<file path="config.mk">
export PLATFORM = sky130hd
export DESIGN_NAME = simd_slice_array
export DESIGN_NICKNAME = d
export VERILOG_FILES = /design/src/rtl/simd_arr_pkg.sv /design/src/rtl/simd_lane_add.sv /design/src/rtl/simd_lane_mul.sv /design/src/rtl/simd_lane_rf.sv /design/src/rtl/simd_slice.sv /design/src/rtl/simd_slice_array.sv
export SDC_FILE = /design/constraint.sdc
export NUM_CORES = 2
export LEC_CHECK = 0
export ABC_AREA = 0
export BUFFER_PORTS_ARGS = -buffer_cell sky130_fd_sc_hd__buf_2
export CAP_MARGIN = 0
export CELL_PAD_IN_SITES_DETAIL_PLACEMENT = 0
export CELL_PAD_IN_SITES_GLOBAL_PLACEMENT = 2
export CORE_MARGIN = 3
export CORE_UTILIZATION = 41
export CTS_BUF_LIST = sky130_fd_sc_hd__clkbuf_2 sky130_fd_sc_hd__clkbuf_4 sky130_fd_sc_hd__clkbuf_8
export DETAILED_ROUTE_END_ITERATION = 8
export HOLD_SLACK_MARGIN = 0.15
export PLACE_DENSITY_LB_ADDON = 0.1
export SKIP_CTS_REPAIR_TIMING = 1
export SYNTH_ARGS = -nofsm -noshare
export SYNTH_HDL_FRONTEND = slang
export SYNTH_SLANG_ARGS = --single-unit
</file>
<file path="constraint.sdc">
create_clock -name clk_i -period 8.98 [get_ports clk_i]
set_input_delay 0.898 -clock clk_i [delete_from_list [all_inputs] [get_ports clk_i]]
set_output_delay 0.898 -clock clk_i [all_outputs]
set_load 0.005 [all_outputs]
</file>
<file path="src/rtl/simd_arr_pkg.sv">
package simd_arr_pkg;
  localparam int unsigned NUM_PORTS = 5;
  localparam int unsigned RF_DEPTH  = 4;
  localparam int unsigned RF_AW     = $clog2(RF_DEPTH);

  // lane input port index into the source select array
  localparam int unsigned P_ADD_A = 0;
  localparam int unsigned P_ADD_B = 1;
  localparam int unsigned P_MUL_A = 2;
  localparam int unsigned P_MUL_B = 3;
  localparam int unsigned P_RF_WD = 4;

  typedef enum logic [1:0] {OP_ADD = 2'd0, OP_SUB = 2'd1, OP_SLT = 2'd2, OP_IDX = 2'd3} add_op_e;
  typedef enum logic [1:0] {OUT_VA = 2'd0, OUT_VB = 2'd1, OUT_BC = 2'd2, OUT_ZERO = 2'd3} outer_sel_e;
  typedef enum logic [1:0] {LOC_EXT = 2'd0, LOC_ADD = 2'd1, LOC_MUL = 2'd2, LOC_RF = 2'd3} local_sel_e;

  typedef struct packed {
    outer_sel_e outer;
    local_sel_e loc;
  } src_sel_t;

  typedef struct packed {
    add_op_e                       add_op;
    logic                          rf_we;
    logic [RF_AW-1:0]              rf_waddr;
    logic [RF_AW-1:0]              rf_raddr;
    src_sel_t [NUM_PORTS-1:0]      src;
  } seg_t;

  localparam int unsigned SEG_W = $bits(seg_t);
endpackage

</file>
<file path="src/rtl/simd_lane_add.sv">
module simd_lane_add
  import simd_arr_pkg::*;
#(
  parameter int unsigned W   = 16,
  parameter int unsigned IDW = 2
) (
  input  logic           clk_i,
  input  logic           rst_ni,
  input  add_op_e        op_i,
  input  logic [IDW-1:0] lane_id_i,
  input  logic [W-1:0]   a_i,
  input  logic [W-1:0]   b_i,
  output logic [W-1:0]   res_o,
  output logic           flag_o
);
  logic [W-1:0] res_d;
  logic         lt;

  always_comb begin
    lt = $signed(a_i) < $signed(b_i);
    case (op_i)
      OP_ADD:  res_d = a_i + b_i;
      OP_SUB:  res_d = a_i - b_i;
      OP_SLT:  res_d = {{(W-1){1'b0}}, lt};
      default: res_d = W'(lane_id_i);
    endcase
  end

  always_ff @(posedge clk_i or negedge rst_ni) begin
    if (!rst_ni) begin
      res_o  <= '0;
      flag_o <= 1'b0;
    end else begin
      res_o  <= res_d;
      flag_o <= (op_i == OP_SLT) && lt;
    end
  end
endmodule

</file>
<file path="src/rtl/simd_lane_mul.sv">
module simd_lane_mul #(
  parameter int unsigned W = 16
) (
  input  logic         clk_i,
  input  logic         rst_ni,
  input  logic [W-1:0] a_i,
  input  logic [W-1:0] b_i,
  output logic [W-1:0] res_o
);
  always_ff @(posedge clk_i or negedge rst_ni) begin
    if (!rst_ni) res_o <= '0;
    else         res_o <= a_i * b_i;
  end
endmodule

</file>
<file path="src/rtl/simd_lane_rf.sv">
module simd_lane_rf #(
  parameter int unsigned W     = 16,
  parameter int unsigned DEPTH = 4,
  localparam int unsigned AW   = $clog2(DEPTH)
) (
  input  logic          clk_i,
  input  logic          rst_ni,
  input  logic          we_i,
  input  logic [AW-1:0] waddr_i,
  input  logic [W-1:0]  wdata_i,
  input  logic [AW-1:0] raddr_i,
  output logic [W-1:0]  rdata_o
);
  logic [DEPTH-1:0][W-1:0] mem_q;

  always_ff @(posedge clk_i or negedge rst_ni) begin
    if (!rst_ni)   mem_q <= '0;
    else if (we_i) mem_q[waddr_i] <= wdata_i;
  end

  assign rdata_o = mem_q[raddr_i];
endmodule

</file>
<file path="src/rtl/simd_slice.sv">
module simd_slice
  import simd_arr_pkg::*;
#(
  parameter int unsigned W   = 16,
  parameter int unsigned IDW = 2
) (
  input  logic                         clk_i,
  input  logic                         rst_ni,
  input  seg_t                         seg_i,
  input  logic [IDW-1:0]               lane_id_i,
  input  logic [NUM_PORTS-1:0][W-1:0]  ext_i,
  output logic [W-1:0]                 add_o,
  output logic [W-1:0]                 mul_o,
  output logic [W-1:0]                 rf_o,
  output logic                         flag_o
);
  logic [NUM_PORTS-1:0][W-1:0] opnd;

  // local (second-level) operand selection, lane-private paths only
  for (genvar p = 0; p < NUM_PORTS; p++) begin : g_loc
    always_comb begin
      case (seg_i.src[p].loc)
        LOC_EXT: opnd[p] = ext_i[p];
        LOC_ADD: opnd[p] = add_o;
        LOC_MUL: opnd[p] = mul_o;
        default: opnd[p] = rf_o;
      endcase
    end
  end

  simd_lane_add #(.W(W), .IDW(IDW)) u_add (
    .clk_i, .rst_ni,
    .op_i      (seg_i.add_op),
    .lane_id_i (lane_id_i),
    .a_i       (opnd[P_ADD_A]),
    .b_i       (opnd[P_ADD_B]),
    .res_o     (add_o),
    .flag_o    (flag_o)
  );

  simd_lane_mul #(.W(W)) u_mul (
    .clk_i, .rst_ni,
    .a_i   (opnd[P_MUL_A]),
    .b_i   (opnd[P_MUL_B]),
    .res_o (mul_o)
  );

  simd_lane_rf #(.W(W), .DEPTH(RF_DEPTH)) u_rf (
    .clk_i, .rst_ni,
    .we_i    (seg_i.rf_we),
    .waddr_i (seg_i.rf_waddr),
    .wdata_i (opnd[P_RF_WD]),
    .raddr_i (seg_i.rf_raddr),
    .rdata_o (rf_o)
  );
endmodule

</file>
<file path="src/rtl/simd_slice_array.sv">
module simd_slice_array
  import simd_arr_pkg::*;
#(
  parameter int unsigned N = 4,
  parameter int unsigned W = 16,
  localparam int unsigned VW  = N * W,
  localparam int unsigned IDW = (N > 1) ? $clog2(N) : 1
) (
  input  logic             clk_i,
  input  logic             rst_ni,
  input  logic [SEG_W-1:0] seg_i,
  input  logic [VW-1:0]    vec_a_i,
  input  logic [VW-1:0]    vec_b_i,
  input  logic [W-1:0]     scal_i,
  output logic [VW-1:0]    add_vec_o,
  output logic [VW-1:0]    mul_vec_o,
  output logic [VW-1:0]    rf_vec_o,
  output logic [N-1:0]     flag_o
);
  seg_t seg;
  assign seg = seg_t'(seg_i);

  // outer (first-level) selection: scalar-side sources only
  logic [NUM_PORTS-1:0][VW-1:0] outer_vec;
  for (genvar p = 0; p < NUM_PORTS; p++) begin : g_outer
    always_comb begin
      case (seg.src[p].outer)
        OUT_VA:  outer_vec[p] = vec_a_i;
        OUT_VB:  outer_vec[p] = vec_b_i;
        OUT_BC:  outer_vec[p] = {N{scal_i}};
        default: outer_vec[p] = '0;
      endcase
    end
  end

  for (genvar i = 0; i < N; i++) begin : g_lane
    logic [NUM_PORTS-1:0][W-1:0] ext;
    for (genvar p = 0; p < NUM_PORTS; p++) begin : g_split
      assign ext[p] = outer_vec[p][i*W +: W];
    end

    simd_slice #(.W(W), .IDW(IDW)) u_slice (
      .clk_i, .rst_ni,
      .seg_i     (seg),
      .lane_id_i (IDW'(i)),
      .ext_i     (ext),
      .add_o     (add_vec_o[i*W +: W]),
      .mul_o     (mul_vec_o[i*W +: W]),
      .rf_o      (rf_vec_o[i*W +: W]),
      .flag_o    (flag_o[i])
    );
  end
endmodule

</file>
== Word-level counts from Yosys, hierarchy flattened ==
Cells that the tools add are included.
Cells by class
  add/subtract/negate cells: 8
  $mul: 4
  $lt $le $gt $ge: 7
  equal/unequal tests: 22
  multiplexer cells: 43
  reductions and logical operators: 16
Operators with widths (count)
  16-bit case mux with 3 select lines: 24
  64-bit case mux with 3 select lines: 5
  64-bit bitwise mux: 4
  16-bit binary-select mux with 2-bit select: 4
  16-bit 2-to-1 mux: 5
  16-bit adder: 4
  16-bit < comparator: 4
  16-bit by 16-bit multiplier with 16-bit output: 4
  16-bit subtractor: 4
  16-bit demux with 2-bit select: 1
  2-bit by 1-bit == test with 1-bit output (second input constant): 11
  2-bit == test (second input constant): 11
  2-bit logical NOT: 11
  2-bit by 3-bit < comparator with 1-bit output (second input constant): 2
  1-bit logical AND: 5
  2-bit by 1-bit greater-or-equal comparator with 1-bit output (second input constant): 1
Storage, ports and cells
  bits in registers: 388
  output and inout bits: 196

== Depth between registers and ports, before layout ==
  depth in word-level cells: 5
  mapped depth: 33
  mapped depth without buffers: 28

== Hierarchy ==
A second synthesis with hierarchy kept.
Unflattened totals
  cell total of the unflattened synthesis: 4920
  area total of the unflattened synthesis: 52889.5 um^2
Modules (own cells, without submodules)
  simd_lane_rf: instances 4, cells an instance 156, area each 2792.7 um^2, seq. area each 1601.5 um^2
  simd_slice: instances 4, cells an instance 100, area each 2120.8 um^2, seq. area each 0.0 um^2
  simd_slice_array: instances 1, cells an instance 796, area each 6850.3 um^2, seq. area each 0.0 um^2
  simd_lane_add at g_lane[0].u_slice.u_add ...: instances 3, cells an instance 286, area each 2229.6 um^2, seq. area each 425.4 um^2
  simd_lane_mul at g_lane[0].u_slice.u_mul: instances 1, cells an instance 495, area each 4395.5 um^2, seq. area each 400.4 um^2
  simd_lane_mul at g_lane[2].u_slice.u_mul: instances 1, cells an instance 487, area each 4372.9 um^2, seq. area each 400.4 um^2
  simd_lane_mul at g_lane[1].u_slice.u_mul: instances 1, cells an instance 493, area each 4367.9 um^2, seq. area each 400.4 um^2
  simd_lane_mul at g_lane[3].u_slice.u_mul: instances 1, cells an instance 487, area each 4362.9 um^2, seq. area each 400.4 um^2
  simd_lane_add at g_lane[2].u_slice.u_add: instances 1, cells an instance 280, area each 2197.1 um^2, seq. area each 425.4 um^2

== Worst setup path before layout ==
Ideal clock, no wire load.
  path type: input to register
  start: input port seg_i[20]
  end: register g_lane[3].u_slice.u_mul.res_o[15]
  setup time: 125 ps
  data arrival time: 6894 ps
  data required time: 8855 ps
  setup slack: 1961 ps
  cell stages on the path: 26
  path buffers: 4
  path through: buf_6 > buf_8 > buf_12 > mux4_2 > o21ai_0 > clkbuf_1 > nor2_1 > fa_1 > inv_1 > fa_1 > inv_1 > fa_1 > fa_1 > inv_1 > fa_1 > fa_1 > xnor2_1 > xnor2_1 > xnor2_1 > xnor2_1 > xnor2_1 > xnor2_1 > xnor2_1 > xnor2_1 > xnor2_1 > xnor2_1
On the way
  longest elaborated chain between the ends: 4
  elaborated cells on any way between the ends: 5
  those cells by class: mul: 1; mux: 4
RTL lines
  start: declaration: RTL line simd_slice_array.sv:11  | input logic [SEG_W-1:0] seg_i,
  16-bit binary-select mux with 2-bit select *: RTL line simd_lane_rf.sv:21  | assign rdata_o = mem_q[raddr_i];
  16-bit 2-to-1 mux (not written as such) *: RTL line simd_lane_rf.sv:21
  via rf_vec_o[52]: RTL line simd_slice_array.sv:17  | output logic [VW-1:0] rf_vec_o,
  16-bit case mux with 3 select lines: RTL line simd_slice.sv:22  | case (seg_i.src[p].loc)
  16-bit by 16-bit multiplier with 16-bit output *: RTL line simd_lane_mul.sv:12  | else res_o <= a_i * b_i;
  end signal: assignment: RTL line simd_lane_mul.sv:12
  end: declaration: RTL line simd_lane_mul.sv:8  | output logic [W-1:0] res_o
The timed path passes the listed nets; every way through them passes the cells marked *. The select of a mux whose other input is x is not followed.
A chain may end at the register's enable or synchronous reset.

== Worst setup path in the final report ==
  start: input port seg_i[15]
  end: register g_lane[0].u_slice.u_mul.res_o[15]
On the way
  longest elaborated chain between the ends: 4
  elaborated cells on any way between the ends: 6
  those cells by class: mul: 1; eq/ne: 2; mux: 2; reduce/logical: 1
RTL lines
  2-bit == test, or another cell as far along: RTL line simd_slice_array.sv:27  | case (seg.src[p].outer)
  64-bit case mux with 3 select lines *: RTL line simd_slice_array.sv:27
  16-bit case mux with 3 select lines *: RTL line simd_slice.sv:22
  16-bit by 16-bit multiplier with 16-bit output *: RTL line simd_lane_mul.sv:12
  end signal: assignment: RTL line simd_lane_mul.sv:12
  end: declaration: RTL line simd_lane_mul.sv:8
Every way passes the cells marked *; elsewhere a longest branch is shown, timed or not.

==> results.cfg <==
[synth]
avgSynthCellArea_um2 = 8.00
synth-edff-count = 0
synth_area_leaders = dfrtp_1 (20%), fa_1 (13%), a21oi_1 (8.5%)
netlist_area_um2 = 49600
yosysSeqAreaShare_pct = 19.6
netlist_instances = 6199
synth_warnings = 0
synth.distinct_cells = 89
synth.most_common_cell = nor2_1
synth_fp_nets = 7020
synthArstFlopShare_pct = 100
synth.top_cell.area_share_pct = 19.6
synth_common_cells = nor2_1 (902), a21oi_1 (841), inv_1 (580), nand2_1 (497), dfrtp_1 (388)
synth_seq_cells = 388
synthFlopType = dfrtp_1
synth_top_area_cell = dfrtp_1

[timing]
max_slew_margin_pct = 5.51
slew_viol_final = 0
rsz0062_at_grt = false
worst_slack_ns = 1.44
timing.fmax_mhz = 133
skew_ns = 0.0826
tns_ns = 0
hold_viol_final = 0
worst_slew_pin_slew_ns = 1.41
setup_violations = 0
period_minus_slack_ns = 7.54
period_share_pct = 84.0

[clock_tree]
clk_path_buf_depth = 3
cts_tree = done
clkTransAtPathRegs_ns = 0.07
clock_sinks = 388
cts_buffers = 81
htreeDepth = 3
insertion_delay_ns = 0.85
clockRootBuffer = clkbuf_8

[floorplanning]
core_area_um2 = 119000
die_area_um2 = 125000
rows = 126
die_height_um = 354
die_w_um = 354
io_pins = 369
start_util_pct = 41.6

[detailed_routing]
wl_per_cell_um = 34.0
routed_wl_um = 276000
vias = 50762
drc = 0
viasPerCell = 6.26
initialDrtViolationCount = 6798
ant_nets = 0
dr.pass1.iters = 9

[pwr]
power.density_nw_per_um2 = 461
finalPower_uw = 25400
peakVddDrop_v = 0.000687
leakagePower_uw = 0.0255

[global_route]
overflow = 0
grt_usage_pct = 43.0
grt_pass1_wl_um = 383000
grt_pass1_vias = 49465
grt_max_degree = 141
grt_antenna_before_repair = 47

[setup_path]
critPathTopFamily = adder cells
cp_slowest_cell = and2_1
crit_arrival_ns = 8.21
required_ns = 9.65
r2r_slack_ns = 2.22
r2r-start = g_lane[3].u_slice.u_add.res_o[6]$_DFF_PN0_
crit_path_end_kind = flop
path_class = primary input to flop
critPathMaxFanout = 22
r2r_cells = 20
r2r-end = g_lane[3].u_slice.u_mul.res_o[15]$_DFF_PN0_
cpMostUsedCell = xnor2_1
worstPathCellList = buf_2 > nor4b_4 > buf_4 > and2_1 > a221o_1 > o21ai_1 > or2_2 > fa_1 > inv_1 > fa_1 > inv_1 > fa_1 > fa_1 > fa_1 > fa_1 > xor2_1 > xnor2_1 > xnor2_1 > xnor2_1 > xnor2_1 > xnor3_1 > xnor2_1 > xnor2_1 > xnor2_1
worst_setup_path_start_kind = primary input
path_buf_inv = 4
cpPeakStageDelay_ns = 0.61

[placement]
hpwl_um = 210000
port_buffers = 368
detailedPlace.worstSlack_ns = 0.877
post_dp_cell_area_um2 = 53100
gp_congestion = 1.03

[status]
status = complete, no violations

[hold_path]
hold_path_class = primary input to flop
worstHoldPathCells = 2
min_to = g_lane[2].u_slice.u_add.res_o[6]$_DFF_PN0_
hold_start = seg_i[26]

[layout]
syn2layout_area_growth_pct = 11.0
nets = 7239
final-seq-area_um2 = 9710
fillers = 12054
drive_gt1_share_pct = 16.2
multi_input_area_um2 = 36000
postLayoutCoreUtil_pct = 46.2
fin_area_um2 = 55000

[job]
cap_violations = 0
[kinds of logic after synthesis]
group / count (synthesis) / synth area share, %
DFF: 388 / 19.6
AOI/OAI and AO/OA: 1719 / 21.0
and+or+nand+nor: 1887 / 16.7
adders and majority gates: 648 / 21.3
buffers and inverters: 979 / 8.07
muxes: 372 / 9.60
xor gates and xnor gates: 206 / 3.75
[registers in the layout (all words and copies together) (netlist names)]
register	cells
g_lane.u_slice.u_add.flag_o	4
g_lane.u_slice.u_add.res_o	64
g_lane.u_slice.u_mul.res_o	64
g_lane.u_slice.u_rf.mem_q	256
[worst reg2reg max path, cell delays in order, from the launching register on]
cell and delay [ns]:
dfrtp_1 0.56, a21oi_1 0.21, nor2_1 0.08, o32ai_1 1.17
nor2_1 0.18, fa_1 0.58, fa_1 0.49, ha_1 0.20
fa_1 0.48, inv_1 0.06, fa_1 0.49, fa_1 0.49
inv_1 0.04, ha_1 0.31, a21oi_1 0.22, o21bai_1 0.10
a21oi_1 0.23, nor2b_1 0.08, o21a_1 0.19, o41a_1 0.32
xnor2_1 0.13
[power by group]
| group | internal (uW) | switching, uW | leakage [uW] | total [uW] |
|---|---|---|---|---|
| Sequential | 2600 | 1220 | 0.00487 | 3820 |
| Combinational | 8560 | 10800 | 0.0197 | 19400 |
| Clock | 1240 | 969 | 0.000948 | 2210 |
[worst max path at each step]
stage,start,to,slack [ns],cells past startpoint
2_1_floorplan,seg_i[20],g_lane[3].u_slice.u_mul.res_o[15]$_DFF_PN0_,1.96,26
3_3_place_gp,seg_i[15],g_lane[0].u_slice.u_mul.res_o[15]$_DFF_PN0_,0.98,24
3_5_place_dp,seg_i[15],g_lane[0].u_slice.u_mul.res_o[15]$_DFF_PN0_,0.88,24
4_1_cts,seg_i[15],g_lane[0].u_slice.u_mul.res_o[15]$_DFF_PN0_,1.71,24
5_1_grt,seg_i[8],g_lane[3].u_slice.u_mul.res_o[15]$_DFF_PN0_,1.40,24
6_report,seg_i[15],g_lane[0].u_slice.u_mul.res_o[15]$_DFF_PN0_,1.44,24
[per-stage QoR]
stage | hold slack (ns) | instances
floorplan | 0.438 | 6199
global placement | 0.450 | 7934
detailed placement | 0.457 | 7934
CTS | -0.00315 | 8075
global route | 0.464 | 8083
finish | 0.452 | 8111
[cell type report]
type | count | share of cell area [%]
repair buffers | 534 | 5.92
well taps | 1600 | 3.64
clock inverters | 24 | 0.564
flip-flops and latches | 388 | 17.6
multi-input cells | 4832 | 65.4
inverters | 581 | 3.96
clock buffers | 117 | 2.76
diodes | 35 | 0.159
[metal layers]
| metal | global-route usage [%] | wire length, um | vias up |
|---|---|---|---|
| li1 | - | - | 21401 |
| met1 | 53.0 | 103000 | 25031 |
| met2 | 64.1 | 117000 | 3467 |
| met3 | 14.6 | 34600 | 859 |
| met4 | 27.4 | 21100 | 4 |
| met5 | 0 | 26 | - |
[cell usage in the layout (no fill, tap or decap), types with 102 or more instances in the layout]
cell      synthesis  final
dfrtp_1         388    388
o21ai_0         230    230
mux2i_1         115    115
xnor2_1         160    160
nand2_1         497    492
nand2b_1        252    252
o22ai_1         160    160
o21a_1          135    135
buf_4            24    168
inv_1           580    580
fa_1            328    328
buf_2            51    354
clkbuf_8          0    102
ha_1            320    320
nor2_1          902    901
mux2_2          195    195
a21oi_1         841    841
(Power assumes the default switching activity.)
